## config.mk

```make
export PLATFORM = sky130hd
export DESIGN_NAME = tune_rx
export DESIGN_NICKNAME = d
export VERILOG_FILES = /design/src/rtl/tune_rx_pkg.sv /design/src/rtl/tune_rx_sync.sv /design/src/rtl/tune_rx_bitio.sv /design/src/rtl/tune_rx_sorter.sv /design/src/rtl/tune_rx.sv
export SDC_FILE = /design/constraint.sdc
export NUM_CORES = 1
export LEC_CHECK = 0
export ABC_AREA = 1
export BUFFER_PORTS_ARGS = -buffer_cell sky130_fd_sc_hd__buf_2
export CAP_MARGIN = 25
export CORE_MARGIN = 5
export CORE_UTILIZATION = 50
export CTS_BUF_LIST = sky130_fd_sc_hd__clkbuf_4 sky130_fd_sc_hd__clkbuf_8
export DETAILED_ROUTE_END_ITERATION = 10
export PLACE_DENSITY = 0.7
export SKIP_LAST_GASP = 1
export SLEW_MARGIN = 30
export SYNTH_ARGS = -nofsm -noshare
export SYNTH_HDL_FRONTEND = slang
export SYNTH_SLANG_ARGS = --single-unit
```

## constraint.sdc

```tcl
create_clock -name clk -period 1.5 [get_ports clk]
set_input_delay 0.15 -clock clk [delete_from_list [all_inputs] [get_ports clk]]
set_output_delay 0.15 -clock clk [all_outputs]
set_load 0.01 [all_outputs]
```

## src/rtl/tune_rx_pkg.sv

```systemverilog
package tune_rx_pkg;
  localparam int BYTE_W   = 8;
  localparam int FREQ_W   = 2 * BYTE_W - 1;
  localparam int MAX_DATA = 4;
  localparam int DCNT_W   = $clog2(MAX_DATA + 1);
  localparam int BITC_W   = $clog2(BYTE_W + 2);

  typedef logic [BYTE_W-1:0] byte_t;

  typedef enum logic {
    PAIR_FREQ = 1'b0,
    PAIR_CTRL = 1'b1
  } pair_kind_e;
endpackage

```

## src/rtl/tune_rx_sync.sv

```systemverilog
module tune_rx_sync #(
  parameter int STAGES = 2
) (
  input  logic clk,
  input  logic rst,
  input  logic scl_i,
  input  logic sda_i,
  output logic sda_s,
  output logic scl_rise,
  output logic scl_fall,
  output logic start_det,
  output logic stop_det
);
  logic [STAGES-1:0] scl_pipe;
  logic [STAGES-1:0] sda_pipe;
  logic              scl_d;
  logic              sda_d;
  logic              scl_s;

  generate
    if (STAGES == 1) begin : g_single
      always_ff @(posedge clk) begin
        if (rst) begin
          scl_pipe <= '1;
          sda_pipe <= '1;
        end else begin
          scl_pipe <= scl_i;
          sda_pipe <= sda_i;
        end
      end
    end else begin : g_chain
      always_ff @(posedge clk) begin
        if (rst) begin
          scl_pipe <= '1;
          sda_pipe <= '1;
        end else begin
          scl_pipe <= {scl_pipe[STAGES-2:0], scl_i};
          sda_pipe <= {sda_pipe[STAGES-2:0], sda_i};
        end
      end
    end
  endgenerate

  always_ff @(posedge clk) begin
    if (rst) begin
      scl_d <= 1'b1;
      sda_d <= 1'b1;
    end else begin
      scl_d <= scl_pipe[STAGES-1];
      sda_d <= sda_pipe[STAGES-1];
    end
  end

  assign scl_s     = scl_pipe[STAGES-1];
  assign sda_s     = sda_pipe[STAGES-1];
  assign scl_rise  = scl_s & ~scl_d;
  assign scl_fall  = ~scl_s & scl_d;
  assign start_det = scl_s & scl_d & sda_d & ~sda_s;
  assign stop_det  = scl_s & scl_d & ~sda_d & sda_s;
endmodule

```

## src/rtl/tune_rx_bitio.sv

```systemverilog
module tune_rx_bitio
  import tune_rx_pkg::*;
(
  input  logic  clk,
  input  logic  rst,
  input  logic  active,
  input  logic  start_det,
  input  logic  stop_det,
  input  logic  scl_rise,
  input  logic  scl_fall,
  input  logic  sda_s,
  input  logic  ack_want,
  output logic  byte_done,
  output byte_t rx_byte,
  output logic  ack_end,
  output logic  sda_oe
);
  localparam logic [BITC_W-1:0] LAST_BIT = BITC_W'(BYTE_W - 1);
  localparam logic [BITC_W-1:0] ACK_SLOT = BITC_W'(BYTE_W);
  localparam logic [BITC_W-1:0] ACK_HIGH = BITC_W'(BYTE_W + 1);

  logic [BITC_W-1:0] bit_cnt;
  byte_t             shreg;

  always_ff @(posedge clk) begin
    if (rst || start_det || stop_det) begin
      bit_cnt   <= '0;
      shreg     <= '0;
      byte_done <= 1'b0;
      ack_end   <= 1'b0;
      sda_oe    <= 1'b0;
    end else begin
      byte_done <= 1'b0;
      ack_end   <= 1'b0;
      if (active) begin
        if (scl_rise) begin
          if (bit_cnt < ACK_SLOT) shreg <= {shreg[BYTE_W-2:0], sda_s};
          if (bit_cnt == LAST_BIT) byte_done <= 1'b1;
          if (bit_cnt < ACK_HIGH) bit_cnt <= bit_cnt + 1'b1;
        end else if (scl_fall) begin
          if (bit_cnt == ACK_SLOT) begin
            sda_oe <= ack_want;
          end else if (bit_cnt == ACK_HIGH) begin
            sda_oe  <= 1'b0;
            bit_cnt <= '0;
            ack_end <= 1'b1;
          end
        end
      end
    end
  end

  assign rx_byte = shreg;
endmodule

```

## src/rtl/tune_rx_sorter.sv

```systemverilog
module tune_rx_sorter
  import tune_rx_pkg::*;
#(
  parameter logic [6:0] DEV_ADDR = 7'h61
) (
  input  logic              clk,
  input  logic              rst,
  input  logic              start_det,
  input  logic              stop_det,
  input  logic              byte_done,
  input  byte_t             rx_byte,
  input  logic              ack_end,
  output logic              active,
  output logic              ack_want,
  output logic [FREQ_W-1:0] freq_word,
  output byte_t             ctrl_byte,
  output byte_t             band_byte,
  output logic              upd_freq,
  output logic              upd_ctrl
);
  localparam logic [DCNT_W-1:0] DCNT_MAX = DCNT_W'(MAX_DATA);

  logic              addr_phase;
  logic              addr_ok;
  logic [DCNT_W-1:0] dcnt;
  byte_t             hold_byte;
  byte_t             pend_lo;
  logic              pend;
  logic              addr_match;
  pair_kind_e        hold_kind;

  assign addr_match = (rx_byte[BYTE_W-1:1] == DEV_ADDR) && !rx_byte[0];
  assign hold_kind  = pair_kind_e'(hold_byte[BYTE_W-1]);

  always_ff @(posedge clk) begin
    if (rst) begin
      active     <= 1'b0;
      addr_phase <= 1'b0;
      addr_ok    <= 1'b0;
      dcnt       <= '0;
      hold_byte  <= '0;
      pend_lo    <= '0;
      pend       <= 1'b0;
      ack_want   <= 1'b0;
      freq_word  <= '0;
      ctrl_byte  <= '0;
      band_byte  <= '0;
      upd_freq   <= 1'b0;
      upd_ctrl   <= 1'b0;
    end else begin
      upd_freq <= 1'b0;
      upd_ctrl <= 1'b0;
      if (start_det) begin
        active     <= 1'b1;
        addr_phase <= 1'b1;
        addr_ok    <= 1'b0;
        dcnt       <= '0;
        pend       <= 1'b0;
        ack_want   <= 1'b0;
      end else if (stop_det) begin
        active     <= 1'b0;
        addr_phase <= 1'b0;
        addr_ok    <= 1'b0;
        dcnt       <= '0;
        pend       <= 1'b0;
        ack_want   <= 1'b0;
      end else begin
        if (byte_done) begin
          if (addr_phase) begin
            addr_phase <= 1'b0;
            addr_ok    <= addr_match;
            ack_want   <= addr_match;
          end else if (addr_ok && dcnt < DCNT_MAX) begin
            ack_want <= 1'b1;
            dcnt     <= dcnt + 1'b1;
            if (!dcnt[0]) begin
              hold_byte <= rx_byte;
            end else begin
              pend_lo <= rx_byte;
              pend    <= 1'b1;
            end
          end else begin
            ack_want <= 1'b0;
          end
        end
        if (ack_end && pend) begin
          pend <= 1'b0;
          if (hold_kind == PAIR_FREQ) begin
            freq_word <= {hold_byte[BYTE_W-2:0], pend_lo};
            upd_freq  <= 1'b1;
          end else begin
            ctrl_byte <= hold_byte;
            band_byte <= pend_lo;
            upd_ctrl  <= 1'b1;
          end
        end
      end
    end
  end
endmodule

```

## src/rtl/tune_rx.sv

```systemverilog
module tune_rx
  import tune_rx_pkg::*;
#(
  parameter logic [6:0] DEV_ADDR    = 7'h61,
  parameter int         SYNC_STAGES = 2
) (
  input  logic              clk,
  input  logic              rst,
  input  logic              scl_i,
  input  logic              sda_i,
  output logic              sda_oe,
  output logic [FREQ_W-1:0] freq_word,
  output logic [BYTE_W-1:0] ctrl_byte,
  output logic [BYTE_W-1:0] band_byte,
  output logic              upd_freq,
  output logic              upd_ctrl
);
  logic  sda_s, scl_rise, scl_fall, start_det, stop_det;
  logic  active, ack_want, byte_done, ack_end;
  byte_t rx_byte;

  tune_rx_sync #(.STAGES(SYNC_STAGES)) u_sync (
    .clk      (clk),
    .rst      (rst),
    .scl_i    (scl_i),
    .sda_i    (sda_i),
    .sda_s    (sda_s),
    .scl_rise (scl_rise),
    .scl_fall (scl_fall),
    .start_det(start_det),
    .stop_det (stop_det)
  );

  tune_rx_bitio u_bitio (
    .clk      (clk),
    .rst      (rst),
    .active   (active),
    .start_det(start_det),
    .stop_det (stop_det),
    .scl_rise (scl_rise),
    .scl_fall (scl_fall),
    .sda_s    (sda_s),
    .ack_want (ack_want),
    .byte_done(byte_done),
    .rx_byte  (rx_byte),
    .ack_end  (ack_end),
    .sda_oe   (sda_oe)
  );

  tune_rx_sorter #(.DEV_ADDR(DEV_ADDR)) u_sorter (
    .clk      (clk),
    .rst      (rst),
    .start_det(start_det),
    .stop_det (stop_det),
    .byte_done(byte_done),
    .rx_byte  (rx_byte),
    .ack_end  (ack_end),
    .active   (active),
    .ack_want (ack_want),
    .freq_word(freq_word),
    .ctrl_byte(ctrl_byte),
    .band_byte(band_byte),
    .upd_freq (upd_freq),
    .upd_ctrl (upd_ctrl)
  );
endmodule

```

# ---- Word level (Yosys, flattened, before mapping)
# Cells that the tools add are included.
dict set report totals {
  regBits 78
  output_inout_bits 34
  inputBits 4
}
dict set report classes {
  mux 18
  n_eq_ne 6
  bitwise_logic 20
  n_lt_le_gt_ge 3
  reduce_logical 26
  add_sub_neg 2
}
# operator count
set ops {}
lappend ops {{4-bit 2-to-1 mux} 5}
lappend ops {{4-bit AND reduction} 4}
lappend ops {{1-bit 2-to-1 mux} 13}
lappend ops {{1-bit NOT} 13}
lappend ops {{6-bit AND reduction} 2}
lappend ops {{4-bit == test, second input constant} 2}
lappend ops {{4-bit less-than comparator, second input constant} 2}
lappend ops {{2-bit nonzero test} 4}
lappend ops {{4-bit OR reduction} 2}
lappend ops {{1-bit AND} 7}
lappend ops {{7-bit == test, second input constant} 1}
lappend ops {{3-bit AND reduction} 2}
lappend ops {{3-bit OR reduction} 2}
lappend ops {{5-bit AND reduction} 1}
lappend ops {{5-bit OR reduction} 1}
lappend ops {{4-bit by 1-bit adder with 4-bit output, second input constant} 1}
lappend ops {{4-bit by 3-bit == test with 1-bit output, second input constant} 1}
lappend ops {{3-bit by 1-bit adder with 3-bit output, second input constant} 1}
lappend ops {{1-bit logical AND} 3}
lappend ops {{3-bit less-than comparator, second input constant} 1}
lappend ops {{3-bit nonzero test} 1}
lappend ops {{1-bit logical OR} 2}
lappend ops {{2-bit by 1-bit inequality test with 1-bit output, second input constant} 1}
lappend ops {{2-bit inequality test, second input constant} 1}
lappend ops {{other kinds (2)} 2}

# ---- Longest topological paths before layout
dict set report logic_depth {
  depth_word 6
  mapped_depth 10
}

# ---- Hierarchy
# From an unflattened synthesis, not the netlist that was laid out.
dict set report hier_totals {
  cells_unflattened 419
  hier_area_um2 3088.0
}
# mod cells_each seq_area_each_um2 instances area_per_inst_um2
set by_module_without_submodules {}
lappend by_module_without_submodules {tune_rx_sorter 294 1141.1 1 2159.6}
lappend by_module_without_submodules {tune_rx_bitio 101 300.3 1 730.7}
lappend by_module_without_submodules {tune_rx_sync 24 120.1 1 197.7}

# ---- Worst setup path after synthesis
# Ideal clock, no wire load.
dict set report synth_path {
  path_kind {reg2reg}
  start {register u_bitio.bit_cnt[0]}
  end {register u_bitio.bit_cnt[1]}
  slack_ns 0.200
  required_ns 1.436
  path_buffers 0
  period_less_slack_ns 1.300
  path_stages_with_launch 10
  arrival_ns 1.236
  cell_sequence {dfxtp_1 inv_1 ha_1 inv_1 nand2_1 o21ai_1 nand2_1 nand2_1 nand2_1 nor2_1}
}
dict set report synth_between {
  elab_chain_len 3
  elab_cells_between_ends 10
  classes_between {add/sub (1); order compare (1); eq/ne (4); mux (2); reduce/logical (2)}
}
# item line
set synth_lines {}
lappend synth_lines {{start, declared} tune_rx_bitio.sv:22} ;# logic [BITC_W-1:0] bit_cnt;
lappend synth_lines {{start signal, assigned} tune_rx_bitio.sv:39} ;# if (bit_cnt < ACK_HIGH) bit_cnt <= bit_cnt + 1'b1;
lappend synth_lines {{4-bit less-than comparator, or another cell as far along} tune_rx_bitio.sv:39}
lappend synth_lines {{2-bit by 1-bit inequality test with 1-bit output (no line), or another cell as far along} --}
lappend synth_lines {{5-bit AND reduction (no line) / 4-bit 2-to-1 mux (equally long branches)} --}
# Parallel ways exist; a longest one is shown, timed or not. The select of a mux whose other input is x is not followed.
# A chain may end at the register's enable or synchronous reset.

# ---- Worst setup path after layout
dict set report layout_path {
  start {register u_bitio.bit_cnt[1]}
  end {register u_bitio.bit_cnt[2]}
}
# Same word-level chain as after synthesis.

==> summary.txt <==
CELLS AND AREA
------------------------------------------------------------------------------------
Final Non-Filler Cells                                                           528
Final Net Count                                                                  456
Register Area                                                              1560 um^2
Footprint of the multi-input gates                                         1290 um^2
Final cell area excluding filler cells                                     3620 um^2
Area grow syn2layout                                                           18.7%
Fraction of final layout cells sized beyond drive strength 1                   0.185
Antenna diodes                                                                     0
Filler instances                                                                 555

YOSYS
------------------------------------------------------------------------------------
Share of synthesized area occupied by flip-flops and latches                   0.511
Cell types with the highest counts after synthesis                      nand2_1, dfxtp_1, a21oi_1, nor2_1, nand3_1
Count of flip-flops with a built-in enable after synthesis                         0
Synth Instances                                                                  404
Area share of the largest cell type after synthesis                            0.511
Largest area contributor in the netlist                                      dfxtp_1
Ranking of synthesized cells by area                                    dfxtp_1, nand2_1, a21oi_1
Leading register cell type out of synthesis                                  dfxtp_1
Cell with the most instances after synthesis                                 nand2_1
Syn avg cell area                                                          7.56 um^2
Flops & latches, synth                                                            78
Proportion of synthesized flip-flops having asynchronous set or reset              0
Count of distinct cell types in the synthesized netlist                           23
Yosys warning count                                                                0
Net count after synthesis                                                        412
Synth Cell Area                                                            3050 um^2

PLACE
------------------------------------------------------------------------------------
PortBufs                                                                          37
Post-placement worst setup slack                                           0.0446 ns
Placed standard-cell area                                                  3310 um^2
Placed wire-length estimate after detailed placement                         4480 um
Number of cells after detailed placement                                         508
Gpl congestion                                                                 0.790

SETUP PATH
------------------------------------------------------------------------------------
Critical path peak fanout                                                          5
WP data required                                                             1.73 ns
Startpoint type of the worst setup path                                         flop
Kind of end point of the critical path                                          flop
Critical path type                                                      flop to flop
Endpoint arrival time on the critical path                                   1.59 ns

MIN PATH
------------------------------------------------------------------------------------
Class of the tightest hold or removal check                             input port to flop

TIMING
------------------------------------------------------------------------------------
Final period utilization                                                       0.905
Worst Tran Pin Value                                                        0.546 ns
Unrepaired setup endpoints after global routing                                  yes
Setup skew after layout                                                    0.0112 ns
Minimum period implied by the final worst setup slack                        1.36 ns
Headroom to the max-slew limit                                                 0.634
Count of pins over their slew limit                                                0
Setup-failing EPs final                                                            0
Final setup slack of the worst path                                         0.143 ns
Endpoints failing hold                                                             0
FMAX                                                                         737 MHz

CTS
------------------------------------------------------------------------------------
CTS tree                                                                        done
Clock transition at the registers of the reported paths                      0.08 ns
Worst-Skew Late Latency                                                      0.35 ns
Clk Tree Root Cell                                                          clkbuf_8
Maximum count of clock buffers along a single path                                 2
TritonCTS buffer count                                                             9
Sink count of the clock tree                                                      78
H-tree levels                                                                      3

POWER
------------------------------------------------------------------------------------
Worst-case vdd ir drop                                                    0.000617 V
Power density over the cells                                            1090 nW/um^2
Standby leakage power                                                     0.00148 uW

ROUTE
------------------------------------------------------------------------------------
Total via count in the routed design                                            2678
Wire length per cell after detailed routing                                  12.3 um
First DRT Iteration DRCs                                                         135
Number of remaining DRC errors                                                     0
Detailed-routing iteration count for the pre-antenna-repair pass                   4
Mean number of vias per cell                                                    5.07
Routed Antenna Nets                                                                0
Aggregate routed wire length                                                 6500 um

FLOORPLAN
------------------------------------------------------------------------------------
I/O Pins                                                                          38
Starting density of the core                                                   0.516
Y dimension of the die                                                       88.2 um
Die W                                                                        88.2 um
Placeable Area                                                             5920 um^2
Row Count                                                                         28
Die area                                                                   7770 um^2

GLOBAL ROUTE
------------------------------------------------------------------------------------
First-pass GRT wire length                                                  10800 um
Via count of the first global-routing pass                                      2360
Pin count of the biggest net entering global routing                              27
Sum of overflow across all layers after global routing                             0
Initial antenna violation count                                                    0
GRT Overall Usage                                                              0.177

STATUS
------------------------------------------------------------------------------------
Result of the run                                                       finished clean

JOB
------------------------------------------------------------------------------------
Count of maximum capacitance violations                                            0

-- state kept, by name, summed over array words and instances, names as in the netlist --
| register | flops |
|---|---|
| u_sorter.addr_ok | 1 |
| u_sorter.ctrl_byte | 8 |
| u_bitio.ack_end | 1 |
| u_sync.sda_d | 1 |
| u_sync.scl_d | 1 |
| u_sorter.hold_byte | 8 |
| u_sorter.active | 1 |
| u_bitio.byte_done | 1 |
| u_sorter.upd_ctrl | 1 |
| u_sorter.pend_lo | 8 |
| u_sync.sda_pipe | 2 |
| u_sync.scl_pipe | 2 |
| u_sorter.band_byte | 8 |
| u_sorter.addr_phase | 1 |
| u_sorter.ack_want | 1 |
| u_sorter.pend | 1 |
| u_sorter.dcnt | 3 |
| u_bitio.sda_oe | 1 |
| u_sorter.freq_word | 15 |
| u_bitio.bit_cnt | 4 |
| u_bitio.rx_byte | 8 |
| u_sorter.upd_freq | 1 |
-- path summary, 6_finish.rpt --
kind	slack, ns	to	start	cells after the start
hold reg to reg	0.42	u_sync.sda_pipe[1]	u_sync.sda_pipe[0]	1
setup reg to reg	0.14	u_bitio.bit_cnt[2]	u_bitio.bit_cnt[1]	8
hold / removal	0.14	u_sorter.freq_word[4]	rst	2
setup / recovery	0.14	u_bitio.bit_cnt[2]	u_bitio.bit_cnt[1]	8
-- cell type report --
class	count	share of cell area
sequential	78	0.431
multi-input combinational	275	0.356
timing repair buffer	49	0.0877
inverter	35	0.0376
clock buffer	9	0.0342
clock inverter	7	0.0273
tap	75	0.0259
-- power by group --
| part | leakage [uW] | switching (uW) | internal, uW | total (uW) |
|---|---|---|---|---|
| registers | 0.000630 | 5.98 | 2080 | 2080 |
| clock network | 0.000109 | 797 | 942 | 1740 |
| logic | 0.000741 | 89.8 | 38.2 | 128 |
| total | 0.00148 | 893 | 3060 | 3950 |
-- worst max-delay path, stage by stage (launching register included) --
cell	delay, ns
dfxtp_1	0.35
inv_1	0.09
ha_1	0.22
inv_1	0.06
nand2_1	0.06
o21ai_2	0.21
nand2_1	0.10
nand2_1	0.08
a21oi_1	0.06
-- routing by layer --
layer,routed length [um],track usage,part of all wire
met2,3000,0.286,0.46
met5,0,0,0
met4,141,0.0852,0.022
met1,3020,0.228,0.46
met3,346,0.0339,0.053
-- per-stage QoR --
stage               hold WS [ns]  total power (uW)   util  setup TNS (ns)
finish                     0.143              3950  0.612               0
global route               0.146              4070  0.612         -0.0135
CTS                        0.125              3970  0.601               0
detailed placement         0.340              2250  0.560               0
global placement           0.334              2250  0.560               0
floorplan                  0.254              2220      -               0
-- cell usage in the layout (no fill, tap or decap), types with 4 or more instances in the layout --
| cell | n |
|---|---|
| nor3_1 | 4 |
| nor2_1 | 44 |
| a21oi_1 | 49 |
| nand3_1 | 41 |
| buf_2 | 37 |
| clkbuf_8 | 9 |
| dfxtp_1 | 77 |
| ha_1 | 4 |
| nand2_1 | 108 |
| inv_1 | 31 |
| buf_4 | 7 |
| or2_2 | 4 |
| o21ai_0 | 4 |
-- kinds of logic after synthesis --
group,after synthesis,synth area share
fa+ha+maj,4,0.0164
flops,78,0.511
simple gates,216,0.308
compound gates,55,0.0901
buf+inv,51,0.0737
-- what timing repair did --
item	4_1_cts	5_1_grt
setup buffers	0	2
resized for setup	0	6
hold buffers	2	0
hold endpoints to repair	2	0
endpoints found under the setup margin	0	28
Note: power is estimated with default switching activity, not from simulation.
